File: src/rtl/xpose_pkg.sv
package xpose_pkg;
  typedef enum logic [1:0] {
    ST_IDLE = 2'd0,
    ST_RUN  = 2'd1,
    ST_FIN  = 2'd2
  } walk_state_e;

  // strobes from control to datapath
  typedef struct packed {
    logic load;     // capture setup, zero counters
    logic stepAdv;  // move to the next grid position
  } walk_ctrl_t;
endpackage

File: src/rtl/xpose_walk.sv
// One side of the walk: element / sub-element counters in a selectable nest order.
module xpose_walk #(
  parameter int MAX_VL = 16,
  localparam int VLW  = $clog2(MAX_VL + 1),
  localparam int EW   = $clog2(MAX_VL),
  localparam int IDXW = $clog2(MAX_VL * 4)
) (
  input  logic            clk,
  input  logic            rst_n,
  input  logic            load,
  input  logic            step,
  input  logic            swap,
  input  logic [VLW-1:0]  vlLat,
  input  logic [2:0]      subvlLat,
  output logic [EW-1:0]   elem,
  output logic [1:0]      sub,
  output logic [IDXW-1:0] idx
);
  logic subWrap;
  logic elemWrap;

  assign subWrap  = ({1'b0, sub} == (subvlLat - 3'd1));
  assign elemWrap = (VLW'(elem) == (vlLat - VLW'(1)));

  always_ff @(posedge clk or negedge rst_n) begin
    if (!rst_n) begin
      elem <= '0;
      sub  <= '0;
    end else if (load) begin
      elem <= '0;
      sub  <= '0;
    end else if (step) begin
      if (!swap) begin
        if (subWrap) begin
          sub  <= '0;
          elem <= elem + EW'(1);
        end else begin
          sub <= sub + 2'd1;
        end
      end else begin
        if (elemWrap) begin
          elem <= '0;
          sub  <= sub + 2'd1;
        end else begin
          elem <= elem + EW'(1);
        end
      end
    end
  end

  assign idx = IDXW'(elem) * IDXW'(subvlLat) + IDXW'(sub);
endmodule

File: src/rtl/xpose_dpath.sv
// Setup register, shared step counter and the two side walkers.
module xpose_dpath
  import xpose_pkg::*;
#(
  parameter int MAX_VL = 16,
  localparam int VLW  = $clog2(MAX_VL + 1),
  localparam int EW   = $clog2(MAX_VL),
  localparam int IDXW = $clog2(MAX_VL * 4),
  localparam int PW   = VLW + 3
) (
  input  logic              clk,
  input  logic              rst_n,
  input  walk_ctrl_t        ctrl,
  input  logic [VLW-1:0]    vlIn,
  input  logic [1:0]        subvlCode,
  input  logic              srcSwap,
  input  logic              dstSwap,
  input  logic [MAX_VL-1:0] predMask,
  output logic              vlZero,
  output logic              lastStep,
  output logic              active,
  output logic [IDXW-1:0]   srcIdx,
  output logic [IDXW-1:0]   dstIdx
);
  logic [VLW-1:0]    vlClamp;
  logic [VLW-1:0]    vlLat;
  logic [2:0]        subvlLat;
  logic [1:0]        swapLat;
  logic [MAX_VL-1:0] maskLat;
  logic [IDXW-1:0]   stepCnt;
  logic [IDXW-1:0]   lastCnt;
  logic [PW-1:0]     total;

  logic [EW-1:0]   elemArr [2];
  logic [1:0]      subArr  [2];
  logic [IDXW-1:0] idxArr  [2];

  assign vlClamp = (vlIn > VLW'(MAX_VL)) ? VLW'(MAX_VL) : vlIn;
  assign vlZero  = (vlIn == '0);
  assign total   = PW'(vlClamp) * PW'({1'b0, subvlCode} + 3'd1);

  always_ff @(posedge clk or negedge rst_n) begin
    if (!rst_n) begin
      vlLat    <= '0;
      subvlLat <= 3'd1;
      swapLat  <= '0;
      maskLat  <= '0;
      lastCnt  <= '0;
      stepCnt  <= '0;
    end else if (ctrl.load) begin
      vlLat    <= vlClamp;
      subvlLat <= {1'b0, subvlCode} + 3'd1;
      swapLat  <= {dstSwap, srcSwap};
      maskLat  <= predMask;
      lastCnt  <= IDXW'(total - PW'(1));
      stepCnt  <= '0;
    end else if (ctrl.stepAdv) begin
      stepCnt <= stepCnt + IDXW'(1);
    end
  end

  // side 0 = source, side 1 = destination
  for (genvar s = 0; s < 2; s++) begin : g_side
    xpose_walk #(.MAX_VL(MAX_VL)) u_walk (
      .clk      (clk),
      .rst_n    (rst_n),
      .load     (ctrl.load),
      .step     (ctrl.stepAdv),
      .swap     (swapLat[s]),
      .vlLat    (vlLat),
      .subvlLat (subvlLat),
      .elem     (elemArr[s]),
      .sub      (subArr[s]),
      .idx      (idxArr[s])
    );
  end

  assign lastStep = (stepCnt == lastCnt);
  assign active   = maskLat[elemArr[0]] & maskLat[elemArr[1]];
  assign srcIdx   = idxArr[0];
  assign dstIdx   = idxArr[1];
endmodule

File: src/rtl/xpose_ctrl.sv
// Walk state machine: start, skip of masked steps, handshake and finish.
module xpose_ctrl
  import xpose_pkg::*;
(
  input  logic       clk,
  input  logic       rst_n,
  input  logic       start,
  input  logic       vlZero,
  input  logic       lastStep,
  input  logic       active,
  input  logic       advance,
  output walk_ctrl_t ctrl,
  output logic       idxValid,
  output logic       done
);
  walk_state_e state;
  walk_state_e stateNext;

  always_comb begin
    stateNext    = state;
    ctrl.load    = 1'b0;
    ctrl.stepAdv = 1'b0;
    idxValid     = 1'b0;
    unique case (state)
      ST_IDLE, ST_FIN: begin
        if (start) begin
          ctrl.load = 1'b1;
          stateNext = vlZero ? ST_FIN : ST_RUN;
        end
      end
      ST_RUN: begin
        idxValid     = active;
        ctrl.stepAdv = !active || advance;
        if (ctrl.stepAdv && lastStep) stateNext = ST_FIN;
      end
      default: stateNext = ST_IDLE;
    endcase
  end

  always_ff @(posedge clk or negedge rst_n) begin
    if (!rst_n) state <= ST_IDLE;
    else        state <= stateNext;
  end

  assign done = (state == ST_FIN);
endmodule

File: src/rtl/xpose_seq.sv
// Top: thin wrapper joining control and datapath.
module xpose_seq
  import xpose_pkg::*;
#(
  parameter int MAX_VL = 16,
  localparam int VLW  = $clog2(MAX_VL + 1),
  localparam int IDXW = $clog2(MAX_VL * 4)
) (
  input  logic              clk,
  input  logic              rst_n,
  input  logic              start,
  input  logic [VLW-1:0]    vl_in,
  input  logic [1:0]        subvl_code,
  input  logic              src_swap,
  input  logic              dst_swap,
  input  logic [MAX_VL-1:0] pred_mask,
  input  logic              advance,
  output logic [IDXW-1:0]   src_idx,
  output logic [IDXW-1:0]   dst_idx,
  output logic              idx_valid,
  output logic              done
);
  walk_ctrl_t ctrl;
  logic vlZero;
  logic lastStep;
  logic active;

  xpose_ctrl u_ctrl (
    .clk      (clk),
    .rst_n    (rst_n),
    .start    (start),
    .vlZero   (vlZero),
    .lastStep (lastStep),
    .active   (active),
    .advance  (advance),
    .ctrl     (ctrl),
    .idxValid (idx_valid),
    .done     (done)
  );

  xpose_dpath #(.MAX_VL(MAX_VL)) u_dpath (
    .clk       (clk),
    .rst_n     (rst_n),
    .ctrl      (ctrl),
    .vlIn      (vl_in),
    .subvlCode (subvl_code),
    .srcSwap   (src_swap),
    .dstSwap   (dst_swap),
    .predMask  (pred_mask),
    .vlZero    (vlZero),
    .lastStep  (lastStep),
    .active    (active),
    .srcIdx    (src_idx),
    .dstIdx    (dst_idx)
  );
endmodule

File: config.mk
export PLATFORM = sky130hd
export DESIGN_NAME = xpose_seq
export DESIGN_NICKNAME = d
export VERILOG_FILES = /design/src/rtl/xpose_pkg.sv /design/src/rtl/xpose_walk.sv /design/src/rtl/xpose_dpath.sv /design/src/rtl/xpose_ctrl.sv /design/src/rtl/xpose_seq.sv
export SDC_FILE = /design/constraint.sdc
export NUM_CORES = 1
export LEC_CHECK = 0
export BUFFER_PORTS_ARGS = -buffer_cell sky130_fd_sc_hd__buf_2
export CAP_MARGIN = 30
export CORE_MARGIN = 8
export CORE_UTILIZATION = 55
export CTS_BUF_LIST = sky130_fd_sc_hd__clkbuf_16
export DETAILED_ROUTE_END_ITERATION = 7
export PLACE_DENSITY = 0.87
export SYNTH_ARGS = -nofsm -noshare
export SYNTH_HDL_FRONTEND = slang
export SYNTH_HIERARCHICAL = 1
export SYNTH_SLANG_ARGS = --single-unit
File: constraint.sdc
create_clock -name clk -period 3.9 [get_ports clk]
set_input_delay 0.195 -clock clk [delete_from_list [all_inputs] [get_ports clk]]
set_output_delay 0.195 -clock clk [all_outputs]
set_load 0.01 [all_outputs]
[Yosys cells after proc, flatten, opt, wreduce, memory -nomap -nowiden]
Index checks and enable logic that the tools add are counted.
Word-level totals
  bits in registers: 52
  input port bits: 29
  output and inout bits: 14
  word-level logic and storage cells: 90
Operators by class
  $add $sub $neg: 12
  $mul: 3
  $lt $le $gt $ge: 3
  equality and inequality tests: 11
  muxes and demuxes: 35
  bitwise logic cells: 1
  reduce and logical (&&, ||, !) cells: 14
Operator list (number)
  4-bit 2-to-1 mux: 10
  2-bit 2-to-1 mux: 13
  6-bit by 2-bit adder with 6-bit output: 2
  4-bit by 3-bit multiplier with 6-bit output: 2
  6-bit 2-to-1 mux: 2
  4-bit by 5-bit equality test with 1-bit output: 2
  4-bit by 5-bit less-than comparator with 1-bit output (second input constant): 2
  2-bit AND reduction: 5
  4-bit by 1-bit adder with 4-bit output (second input constant): 2
  1-bit binary-select mux with 4-bit select: 2
  5-bit by 8-bit multiplier with 6-bit output: 1
  2-bit by 1-bit adder with 3-bit output (second input constant): 2
  6-bit by 1-bit adder with 6-bit output (second input constant): 1
  2-bit by 3-bit equality test with 1-bit output: 2
  6-bit equality test: 1
  1-bit 2-to-1 mux: 6
  3-bit inequality test (second input constant): 2
  3-bit nonzero test: 2
  6-bit by 1-bit subtractor with 6-bit output (second input constant): 1
  5-bit greater-than comparator (second input constant): 1
  5-bit zero test: 1
  5-bit 2-to-1 mux: 1
  5-bit by 1-bit subtractor with 5-bit output (second input constant): 1
  2-bit by 1-bit adder with 2-bit output (second input constant): 2
  13 further kinds: 13

[Logic depth before layout (Yosys ltp)]
Gate-level depths: netlist (run 1).
  depth after elaboration: 8
  mapped depth: 11

[Modules after synthesis]
Netlist (run 1), hierarchy kept.
Modules (own cells, without submodules)
  xpose_dpath: times used 1, cells each 172, area an instance 2177.1 um^2, seq. area each 952.2 um^2
  xpose_walk: times used 2, cells each 103, area an instance 892.1 um^2, seq. area each 150.1 um^2
  xpose_ctrl: times used 1, cells each 15, area an instance 131.4 um^2, seq. area each 50.0 um^2

[Least setup slack after synthesis (run 1)]
OpenSTA, ideal clock, no wires.
  path kind: register to register
  start point: register u_dpath.g_side[1].u_walk.elem[0]
  end point: register u_dpath.g_side[0].u_walk.elem[2]
  setup time: 0.104 ns
  arrival: 3.360 ns
  data required time: 3.796 ns
  path slack: 0.436 ns
  cell stages (with the launch flop): 10
  buffers on the path: 0
  period minus slack after synthesis: 3.464 ns
  cell sequence: dfrtp_1 -> mux4_2 -> nor2b_1 -> a211o_1 -> and3_1 -> nand2b_1 -> nor2b_1 -> a41oi_1 -> a2111o_1 -> o311ai_1
RTL lines
  start: declaration: line xpose_walk.sv:15  | output logic [EW-1:0] elem,
  start signal: assignment: line xpose_walk.sv:36  | elem <= elem + EW'(1);
  start signal: assignment: line xpose_walk.sv:45  | elem <= elem + EW'(1);
  end signal: assignment: line xpose_walk.sv:36
  end signal: assignment: line xpose_walk.sv:45
  end: declaration: line xpose_walk.sv:15

[Worst setup path after layout (run 1)]
  start point: register u_dpath.subvlLat[0]
  end point: output port src_idx[5]
On the way
  cells in the longest elaborated chain, start to end: 2
Ends and longest elaborated chain
  start: declaration: line xpose_dpath.sv:27  | logic [2:0] subvlLat;
  start signal: assignment: line xpose_dpath.sv:52  | subvlLat <= {1'b0, subvlCode} + 3'd1;
  4-bit by 3-bit multiplier with 6-bit output: line xpose_walk.sv:51  | assign idx = IDXW'(elem) * IDXW'(subvlLat) + IDXW'(sub);
  6-bit by 2-bit adder with 6-bit output: line xpose_walk.sv:51
  end: declaration: line xpose_seq.sv:18  | output logic [IDXW-1:0] src_idx,
No other way between the ends.

==> out/qor.yml, run 1 <==
end_kind: "output pin"
final_core_util: 0.636
cp.required_ns: 3.70
pwr_density_cell_nw_per_um2: 910
syn_nets: 470
core_um2: 7210
drv_cap: 0
synth_edf_count: 0
syn_inst: 393
tns_ns: 0
rrSetupSlack_ns: 0.65
wl_met3_um: 424
dpl_cell_area_um2: 4440
final_cell_count_no_fill: 538
synth_warnings: 6
worstHoldStart: "pred_mask[10]"
firstDrtPassIters: 4
initial_utilization: 0.567
finalNetCount: 515
dr_total_vias: 3069
cts.sinks: 52
post-dp-hpwl_um: 6370
fin_ws_ns: 0.531
drtAntennaViolNets: 0
drt_wl_total_um: 8190
rsz0062_at_grt: "no"
maxSlewViolCount: 0
fmax_ghz: 0.297
synth_top_family_by_area: "adder cells"
die_w_um: 102
slowest_stage: "dfstp_2"
setup-violations-final: 0
grt_antenna_before_repair: 0
dieArea_um2: 10500
routabilityCongestion: 0.860
arrival_ns: 3.17
synth-async-reset-ratio: 1.00
placedCellCount: 529
ys_top_cells_by_area: "dfrtp_1, ha_1, mux2_2, xnor2_1, fa_1"
cp_cell_sequence: "inv_1 > nor2_1 > fa_1 > ha_1 > fa_1 > a21o_1 > a21oi_1 > xnor2_1 > buf_2"
slew_headroom: 0.597
grt_usage: 0.169
cp_max_fo: 11
cpLargestDelayFamily: "adder cells"
synth_seq_area_share: 0.318
drc_errors: 0
clk_path_buf_depth: 2
met1_length_um: 3530
root_buffer: "clkbuf_16"
min_to: "u_dpath/maskLat[10]"
port_buffers: 42
r2r-start: "u_dpath/g_side[1].u_walk/elem[0]"
worst-r2r-cell-count: 10
synth_most_common_cell: "dfrtp_1"
cts_tree: "built"
post-route-min-period_ns: 3.37
holdWs_ns: 0.131
synth_xor_xnor_area_share: 0.0877
grt_pass1_wl_um: 14300
dr_wl_met2_um: 4110
synth_area_um2: 4090
fin_crit_sh: 0.864
rr_endpoint: "u_dpath/g_side[1].u_walk/elem[2]"
synth_commonest_cells: "dfrtp_1, ha_1, nand2_1"
yosys.area_share.simple: 0.158
io_pins: 43
initialDrtViolationCount: 131
diodes: 0
num_rows: 31
holdPathStages: 2
synth_compound_area_frac: 0.0932
outcome: "complete, no violations"
synthAdderAreaFrac: 0.165
path_class: "reg2out"
synth_cell_types: 47
numCtsBuffers: 5
muxShareOfSynthArea: 0.143
cts.htree.levels: 2
syn2layout_area_growth_pct: 12.2
clock_skew_ns: 0.00681
syn_avg_cell_area_um2: 10.4
crit_buf_inv: 2
wl_per_cell_um: 15.2
grt_start_max_net_pins: 55
clkTransAtPathRegs_ns: 0.07
synth_top_area_cell: "dfrtp_1"
pre_cts_ws_ns: 0.711
postCtsSetupRepairBufs: 0
die-height_um: 102
hold_viol_final: 0
drive_gt1_frac: 0.219
synth-seq-cells: 52
irDropWorstVdd_v: 0.000458
critical_path.max_stage_delay_ns: 0.69
p_leak_nw: 2.17
power_mw: 4.18
synth_ff_type: "dfrtp_1"
final_cell_area_um2: 4590
first_global_vias: 3129
top_layer: "met4"
cp_common_cell: "fa_1"
cp-start-kind: "register"
clock_latency_ns: 0.29
grt_overflow: 0
min_path_type: "in2reg"
netlist.area_leader.share: 0.312
viasPerCell: 5.70
worstMarginPinSlew_ns: 0.596
-- registers in the layout, summed over array words and instances, names as in the netlist --
register and count:
u_dpath/lastCnt 6, u_dpath/maskLat 16, u_dpath/stepCnt 6, u_dpath/subvlLat 3
u_dpath/swapLat 2, u_dpath/vlLat 5, u_dpath/g_side.u_walk/sub 4, u_ctrl/state 2
u_dpath/g_side.u_walk/elem 8
-- per-layer routing --
metal	vias up	GRT usage
li1	1476	-
met1	1508	0.204
met2	72	0.293
met3	13	0.0381
met4	0	0.0519
met5	-	0
-- cells in the final DEF (no fill, tap or decap), types with 2 or more instances in the layout --
cell type and count:
nand4_1 3, inv_6 2, a31oi_1 4, buf_4 2, o311ai_0 2, mux4_1 3
fa_1 10, a21oi_1 16, nand2_1 32, o21ai_0 7, nor2b_1 15, nand4b_1 4
dfrtp_1 51, xor2_1 18, o311ai_1 3, a41oi_1 2, buf_2 42, mux2i_1 8
a21o_1 10, nand3_1 4, xnor2_1 23, nor2_1 14, ha_1 38, nor3b_1 2
mux2_2 28, clkbuf_16 5, o311a_4 2, nand2b_1 8, and2_1 12, and2_2 2
nor3_1 7, nor4b_1 2, and3_1 2, mux4_2 5, nand3b_1 5, a2111o_1 2
inv_1 28, or2_2 2
-- kinds of logic (layout without fill, tap and decap cells) --
family	Yosys count	count (layout)
flip-flops	52	52
buffers and inverters	36	82
multiplexers	44	44
XOR/XNOR	41	41
AND/OR/NAND/NOR	119	119
adder cells (fa/ha/maj)	48	48
AO/OA/AOI/OAI	53	53
-- worst max path at each step --
| stage | slack, ns | to | start | cells past startpoint |
|---|---|---|---|---|
| global placement | 0.84 | u_dpath/g_side[0].u_walk/elem[2] | u_dpath/g_side[1].u_walk/elem[0] | 10 |
| CTS | 0.54 | src_idx[5] | u_dpath/subvlLat[0] | 9 |
| finish | 0.53 | src_idx[5] | u_dpath/subvlLat[0] | 9 |
| global route | 0.37 | src_idx[5] | u_dpath/subvlLat[0] | 9 |
| floorplan | 0.44 | u_dpath/g_side[0].u_walk/elem[2] | u_dpath/g_side[1].u_walk/elem[0] | 9 |
| detailed placement | 0.71 | u_dpath/g_side[0].u_walk/elem[2] | u_dpath/g_side[1].u_walk/elem[0] | 10 |
-- power breakdown --
| group | switching [mW] | internal (mW) |
|---|---|---|
| Sequential | 0.424 | 0.801 |
| Combinational | 1.22 | 1.30 |
| Clock | 0.194 | 0.240 |
| Total | 1.84 | 2.34 |
-- layout make-up --
type / instances / area [um^2]
clock buffer: 5 / 125
clock inverter: 3 / 21.3
fill: 557 / 2620
inverter: 28 / 105
multi-input combinational: 305 / 2660
sequential: 52 / 1300
tap: 99 / 124
timing repair buffer: 46 / 255
-- timing repair --
item / CTS / global route
hold buffers: 1 / 0
gates resized for setup: 0 / 0
endpoints found under the setup margin: 0 / 0
endpoints found under the hold margin: 24 / 0
(Power assumes the default switching activity.)
==> run 2: changes to the inputs <==
- CORE_UTILIZATION: 55 -> 54
- PLACE_DENSITY: 0.87 -> 0.89
- clock period: 3.9 -> 2.7 ns (I/O delays scaled with it)
==> run 2 against run 1 <==
Compared with the run above: the run now ends with setup timing left; wire length increased by 42%; non-clock buffer count increased by 55; via count increased by 16%; worst hold slack got worse by 0.057 ns; final area increased by 19%; critical path type unchanged; critical endpoint is now dst_idx[5]; largest power group unchanged.
==> out/qor.yml, run 2 (synthesized netlist as in run 1, its figures left out) <==
num_rows: 31  # unchanged
pwr_density_cell_nw_per_um2: 1520  # +67%
firstDrtPassIters: 7  # +3
setup-violations-final: 9  # +9
dieArea_um2: 10600  # +1.6%
slew_headroom: 0.632  # +0.0349
final_cell_count_no_fill: 593  # +10%
diodes: 0  # unchanged
initialDrtViolationCount: 422  # +220%
cp_cell_sequence: "and2_1 > fa_1 > ha_4 > fa_2 > a21o_1 > a21oi_2 > xnor2_1 > buf_2"
power_mw: 8.25  # +97%
seq_area_um2: 1310  # +0.38%
p_leak_nw: 2.48  # +15%
viasPerCell: 5.99  # +5.1%
maxSlewViolCount: 0  # unchanged
cp-start-kind: "register"
die_w_um: 103  # +0.78%
holdWs_ns: 0.0741  # -0.0568 ns
drc_errors: 0  # unchanged
rsz0062_at_grt: "yes"
die-height_um: 103  # +0.78%
numCtsBuffers: 5  # unchanged
final_core_util: 0.747  # +0.110
pre_cts_ws_ns: -0.142  # -0.853 ns
reg_top3: "u_dpath/maskLat (16), u_dpath/g_side.u_walk/elem (8)"
fin_crit_sh: 1.09
io_pins: 43  # unchanged
grt_pass1_wl_um: 18400  # +29%
hold_viol_final: 0  # unchanged
min_path_type: "in2reg"
fin_ws_ns: -0.236  # -0.767 ns
grt_antenna_before_repair: 0  # unchanged
post-dp-hpwl_um: 7240  # +14%
multi_input_area_um2: 3010  # +13%
arrival_ns: 2.80  # -0.37 ns
clock_skew_ns: 0.00613  # -0.000681 ns
worstMarginPinSlew_ns: 0.552  # -0.0445 ns
drive_gt1_frac: 0.415  # +0.196
clk_path_buf_depth: 2  # unchanged
syn2layout_area_growth_pct: 33.0
grt_overflow: 0  # unchanged
critical_path.max_stage_delay_ns: 0.55  # -0.14 ns
final_cell_area_um2: 5440  # +19%
fillCellCount: 458  # -18%
violations: "setup timing"
dpl_cell_area_um2: 4760  # +7.2%
core_um2: 7290  # +1.1%
layout_common_cells: "dfrtp_1, buf_4, buf_2"
port_buffers: 42  # unchanged
path_class: "reg2out"
placedCellCount: 567  # +7.2%
clock_latency_ns: 0.29  # about the same
drv_cap: 0  # unchanged
cts.sinks: 52  # unchanged
top_register: "u_dpath/maskLat"
largest_register_ffs: 16  # unchanged
tns_ns: -1.03  # -1.03 ns
grt_usage: 0.220  # +0.0510
cts.htree.levels: 2  # unchanged
cp_max_fo: 9  # -2
fmax_ghz: 0.341
crit_buf_inv: 1  # -1
wl_per_cell_um: 19.6  # +29%
finalNetCount: 570  # +11%
cpLargestDelayFamily: "adder cells"
cp.required_ns: 2.57  # -1.13 ns
post-route-min-period_ns: 2.94
drtAntennaViolNets: 0  # unchanged
routabilityCongestion: 0.878  # +2.0%
irDropWorstVdd_v: 0.000820  # +79%
slowest_stage: "fa_1"
cts_tree: "built"
first_global_vias: 3797  # +21%
end_kind: "output pin"
dr_total_vias: 3554  # +16%
clkTransAtPathRegs_ns: 0.07  # about the same
layout_commonest_cell: "dfrtp_1"
drt_wl_total_um: 11600  # +42%
grt_start_max_net_pins: 32  # -42%
root_buffer: "clkbuf_16"
outcome: "finished, violations left"
initial_utilization: 0.561  # -0.00604
[run 2: changes by cell type in the layout (fill, tap and decap cells not counted), moves of 5 or more]
cell	change
o21ai_0	-6
a21oi_1	-5
ha_4	+13
buf_6	+13
buf_4	+41
ha_1	-13
[run 2: worst paths after layout]
path / start / slack, ns / to / depth (start not counted)
max: u_dpath/subvlLat[1] / -0.24 / dst_idx[5] / 8
max in group asynchronous: rst_n / 1.52 / u_dpath/subvlLat[2] / 3
min in group asynchronous: rst_n / 0.36 / u_dpath/lastCnt[5] / 2
max reg2reg: u_dpath/g_side[1].u_walk/elem[0] / -0.13 / u_dpath/g_side[1].u_walk/elem[2] / 11
min: pred_mask[1] / 0.07 / u_dpath/maskLat[1] / 2
min reg2reg: u_dpath/maskLat[0] / 0.53 / u_dpath/maskLat[0] / 1
[run 2: power by group]
group          internal (mW)  switching [mW]  total [mW]
clock network          0.436           0.288       0.724
registers               1.16           0.534        1.70
logic                   3.05            2.78        5.83
total                   4.65            3.60        8.25
[run 2: per-layer routing]
metal  GRT usage  up-vias  share of wire
met5           0        -              0
met4      0.0879        0          0.026
met3      0.0216       43          0.071
met2       0.390      187           0.52
met1       0.268     1747           0.38
li1            -     1577              -
[run 2: area by class of cell]
class                      instances  area share
clock inverter                     3     0.00781
clock buffer                       5      0.0230
sequential                        52       0.240
timing repair buffer             101       0.134
inverter                          28      0.0193
tap                               99      0.0228
multi-input combinational        305       0.553
[run 2: worst register-to-register path, cell delays in order (launching register included)]
cell and delay, ns:
dfrtp_2 0.47, buf_6 0.14, mux4_2 0.49, a211o_1 0.27
and3_4 0.20, nand2b_4 0.07, nor2b_4 0.21, buf_12 0.14
a21o_1 0.15, a41oi_4 0.07, a2111o_1 0.44, o311ai_2 0.08
[run 2: repair_timing]
item                       in CTS  in global routing
setup buffers                  12                  7
hold endpoints to repair       20                  0
pin swaps                      30                 17
resized for setup              45                 36
hold buffers                    1                  0
setup endpoints to repair      18                 23
==> run 3: changes to the inputs <==
--- a/config.mk
+++ b/config.mk
@@ -7,5 +7,4 @@
 export LEC_CHECK = 0
 export BUFFER_PORTS_ARGS = -buffer_cell sky130_fd_sc_hd__buf_2
-export CAP_MARGIN = 30
 export CORE_MARGIN = 8
 export CORE_UTILIZATION = 54
==> constraint.sdc (replaced) <==
create_clock -name clk -period 2.7 [get_ports clk]
set_input_delay 0.54 -clock clk [delete_from_list [all_inputs] [get_ports clk]]
set_output_delay 0.54 -clock clk [all_outputs]
set_load 0.01 [all_outputs]
==> run 3 against run 2 <==
Compared with the run above: the flow still finishes with violations (setup timing); critical path depth rose by 2; via count increased by 7.8%; worst hold slack improved by 0.096 ns; power up 12%; sequential cell count stayed put; cell count grew 3.5%; utilization increased by 5.8 points; non-clock buffer count is 20 higher; final area increased by 7.7%; die area unchanged; clock skew up 0.0051 ns; sequential power barely moved; largest cell class unchanged; largest power group unchanged; highest routed layer unchanged.
==> out/qor.yml, run 3 (synthesized netlist as in run 1, its figures left out) <==
drtAntennaViolNets: 0  # unchanged
cts_tree: "built"
die-height_um: 103  # unchanged
cts.htree.levels: 2  # unchanged
cp-start-kind: "register"
initialDrtViolationCount: 339  # -20%
min_path_type: "in2async"
crit_buf_inv: 3  # +2
final_cell_area_um2: 5870  # +7.7%
port_buffers: 42  # unchanged
top_register: "u_dpath/maskLat"
fin_ws_ns: -0.705  # -0.469 ns
grt_antenna_before_repair: 1  # +1
dpl_cell_area_um2: 5020  # +5.5%
core_um2: 7290  # unchanged
fillCellCount: 404  # -12%
grt_pass1_wl_um: 19700  # +7.1%
placedCellCount: 576  # +1.6%
grt_usage: 0.244  # +0.0232
worstMarginPinSlew_ns: 0.600  # +0.0483 ns
numCtsBuffers: 5  # unchanged
slew_headroom: 0.599  # -0.0331
reg_top3: "u_dpath/maskLat (16), u_dpath/g_side.u_walk/elem (8)"
viasPerCell: 6.24  # +4.1%
clk_path_buf_depth: 2  # unchanged
rsz0062_at_grt: "yes"
outcome: "finished, violations left"
cpLargestDelayFamily: "adder cells"
slowest_stage: "dfstp_2"
fin_crit_sh: 1.26  # +0.174
routabilityCongestion: 0.857  # -2.4%
end_kind: "output pin"
largest_register_ffs: 16  # unchanged
drive_gt1_frac: 0.512  # +0.0967
tns_ns: -10.55  # -9.52 ns
drv_cap: 0  # unchanged
drt_wl_total_um: 13600  # +17%
cp.required_ns: 2.16  # -0.41 ns
pwr_density_cell_nw_per_um2: 1570  # +3.9%
io_pins: 43  # unchanged
die_w_um: 103  # unchanged
cts.sinks: 52  # unchanged
arrival_ns: 2.87  # +0.07 ns
drc_errors: 0  # unchanged
holdWs_ns: 0.170  # +0.0963 ns
path_class: "reg2out"
clock_latency_ns: 0.31  # +0.02 ns
finalNetCount: 590  # +3.5%
root_buffer: "clkbuf_16"
maxSlewViolCount: 0  # unchanged
layout_common_cells: "buf_4, dfrtp_1, buf_2"
firstDrtPassIters: 7  # unchanged
layout_commonest_cell: "buf_4"
final_cell_count_no_fill: 614  # +3.5%
final_core_util: 0.804  # +0.0578
first_global_vias: 3973  # +4.6%
dieArea_um2: 10600  # unchanged
grt_start_max_net_pins: 26  # -19%
hold_viol_final: 0  # unchanged
num_rows: 31  # unchanged
setup-violations-final: 28  # +19
post-dp-hpwl_um: 7540  # +4.2%
initial_utilization: 0.561  # unchanged
irDropWorstVdd_v: 0.000707  # -14%
post-route-min-period_ns: 3.41  # +0.469 ns
violations: "setup timing"
grt_overflow: 0  # unchanged
syn2layout_area_growth_pct: 43.3
cp_max_fo: 4  # -5
dr_total_vias: 3831  # +7.8%
p_leak_nw: 2.69  # +8.3%
cp_cell_sequence: "buf_6 > nand2_1 > fa_1 > inv_1 > ha_4 > ha_4 > a21o_1 > a21oi_2 > xnor2_2 > buf_2"
clkTransAtPathRegs_ns: 0.08  # about the same
clock_skew_ns: 0.0113  # +0.00512 ns
critical_path.max_stage_delay_ns: 0.62  # +0.07 ns
wl_per_cell_um: 22.2  # +13%
fmax_ghz: 0.294  # -14%
cp_common_cell: "ha_4"
-- run 3: cell count changes in the layout (fill, tap and decap cells not counted), sizes merged --
| cell | delta |
|---|---|
| dlygate4sd3 | -1 |
| inv | +1 |
| clkinv | -2 |
| diode | +1 |
| clkinvlp | +2 |
| buf | +21 |
| bufinv | -1 |
-- run 3: cell type report --
type / count / area (um^2) / area share
diodes: 1 / 2.50 / 0.000427
clock buffers: 5 / 125 / 0.0213
clock inverters: 3 / 26.3 / 0.00448
inverters: 28 / 108 / 0.0183
multi-input cells: 305 / 3260 / 0.556
flip-flops and latches: 52 / 1310 / 0.223
well taps: 99 / 124 / 0.0211
repair buffers: 121 / 911 / 0.155
-- run 3: final timing paths --
kind	startpoint	end	slack, ns	depth (start not counted)
max	u_dpath/subvlLat[0]	dst_idx[5]	-0.71	10
min	rst_n	u_dpath/stepCnt[4]	0.17	1
max reg2reg	u_dpath/g_side[0].u_walk/elem[0]	u_dpath/g_side[0].u_walk/elem[2]	-0.47	16
min reg2reg	u_dpath/maskLat[1]	u_dpath/maskLat[1]	0.55	1
max in group asynchronous	rst_n	u_dpath/g_side[0].u_walk/elem[0]	1.86	2
min in group clk	pred_mask[13]	u_dpath/maskLat[13]	0.46	2
-- run 3: what timing repair did --
| action | in CTS | in global routing |
|---|---|---|
| setup buffers | 22 | 18 |
| pin swaps | 15 | 25 |
| hold buffers | 0 | 0 |
| gates resized for setup | 54 | 63 |
| setup endpoints to repair | 25 | 31 |
-- run 3: power by group --
| part | total, mW | internal [mW] | switching, mW |
|---|---|---|---|
| Combinational | 6.85 | 3.63 | 3.22 |
| Clock | 0.676 | 0.351 | 0.325 |
| Sequential | 1.71 | 1.16 | 0.546 |
| Total | 9.23 | 5.15 | 4.09 |
-- run 3: per-layer routing --
metal | global-route usage | vias to the layer above | wire (um)
li1 | - | 1627 | -
met1 | 0.268 | 1874 | 5000
met2 | 0.427 | 245 | 6900
met3 | 0.0466 | 85 | 927
met4 | 0.143 | 0 | 775
met5 | 0 | - | 0
-- run 3: through the flow --
stage,setup WS [ns],total power [mW]
CTS,-0.638,8.05
finish,-0.705,9.23
floorplan,-0.145,4.89
detailed placement,-0.441,6.42
global placement,-0.312,6.12
global route,-0.805,9.78
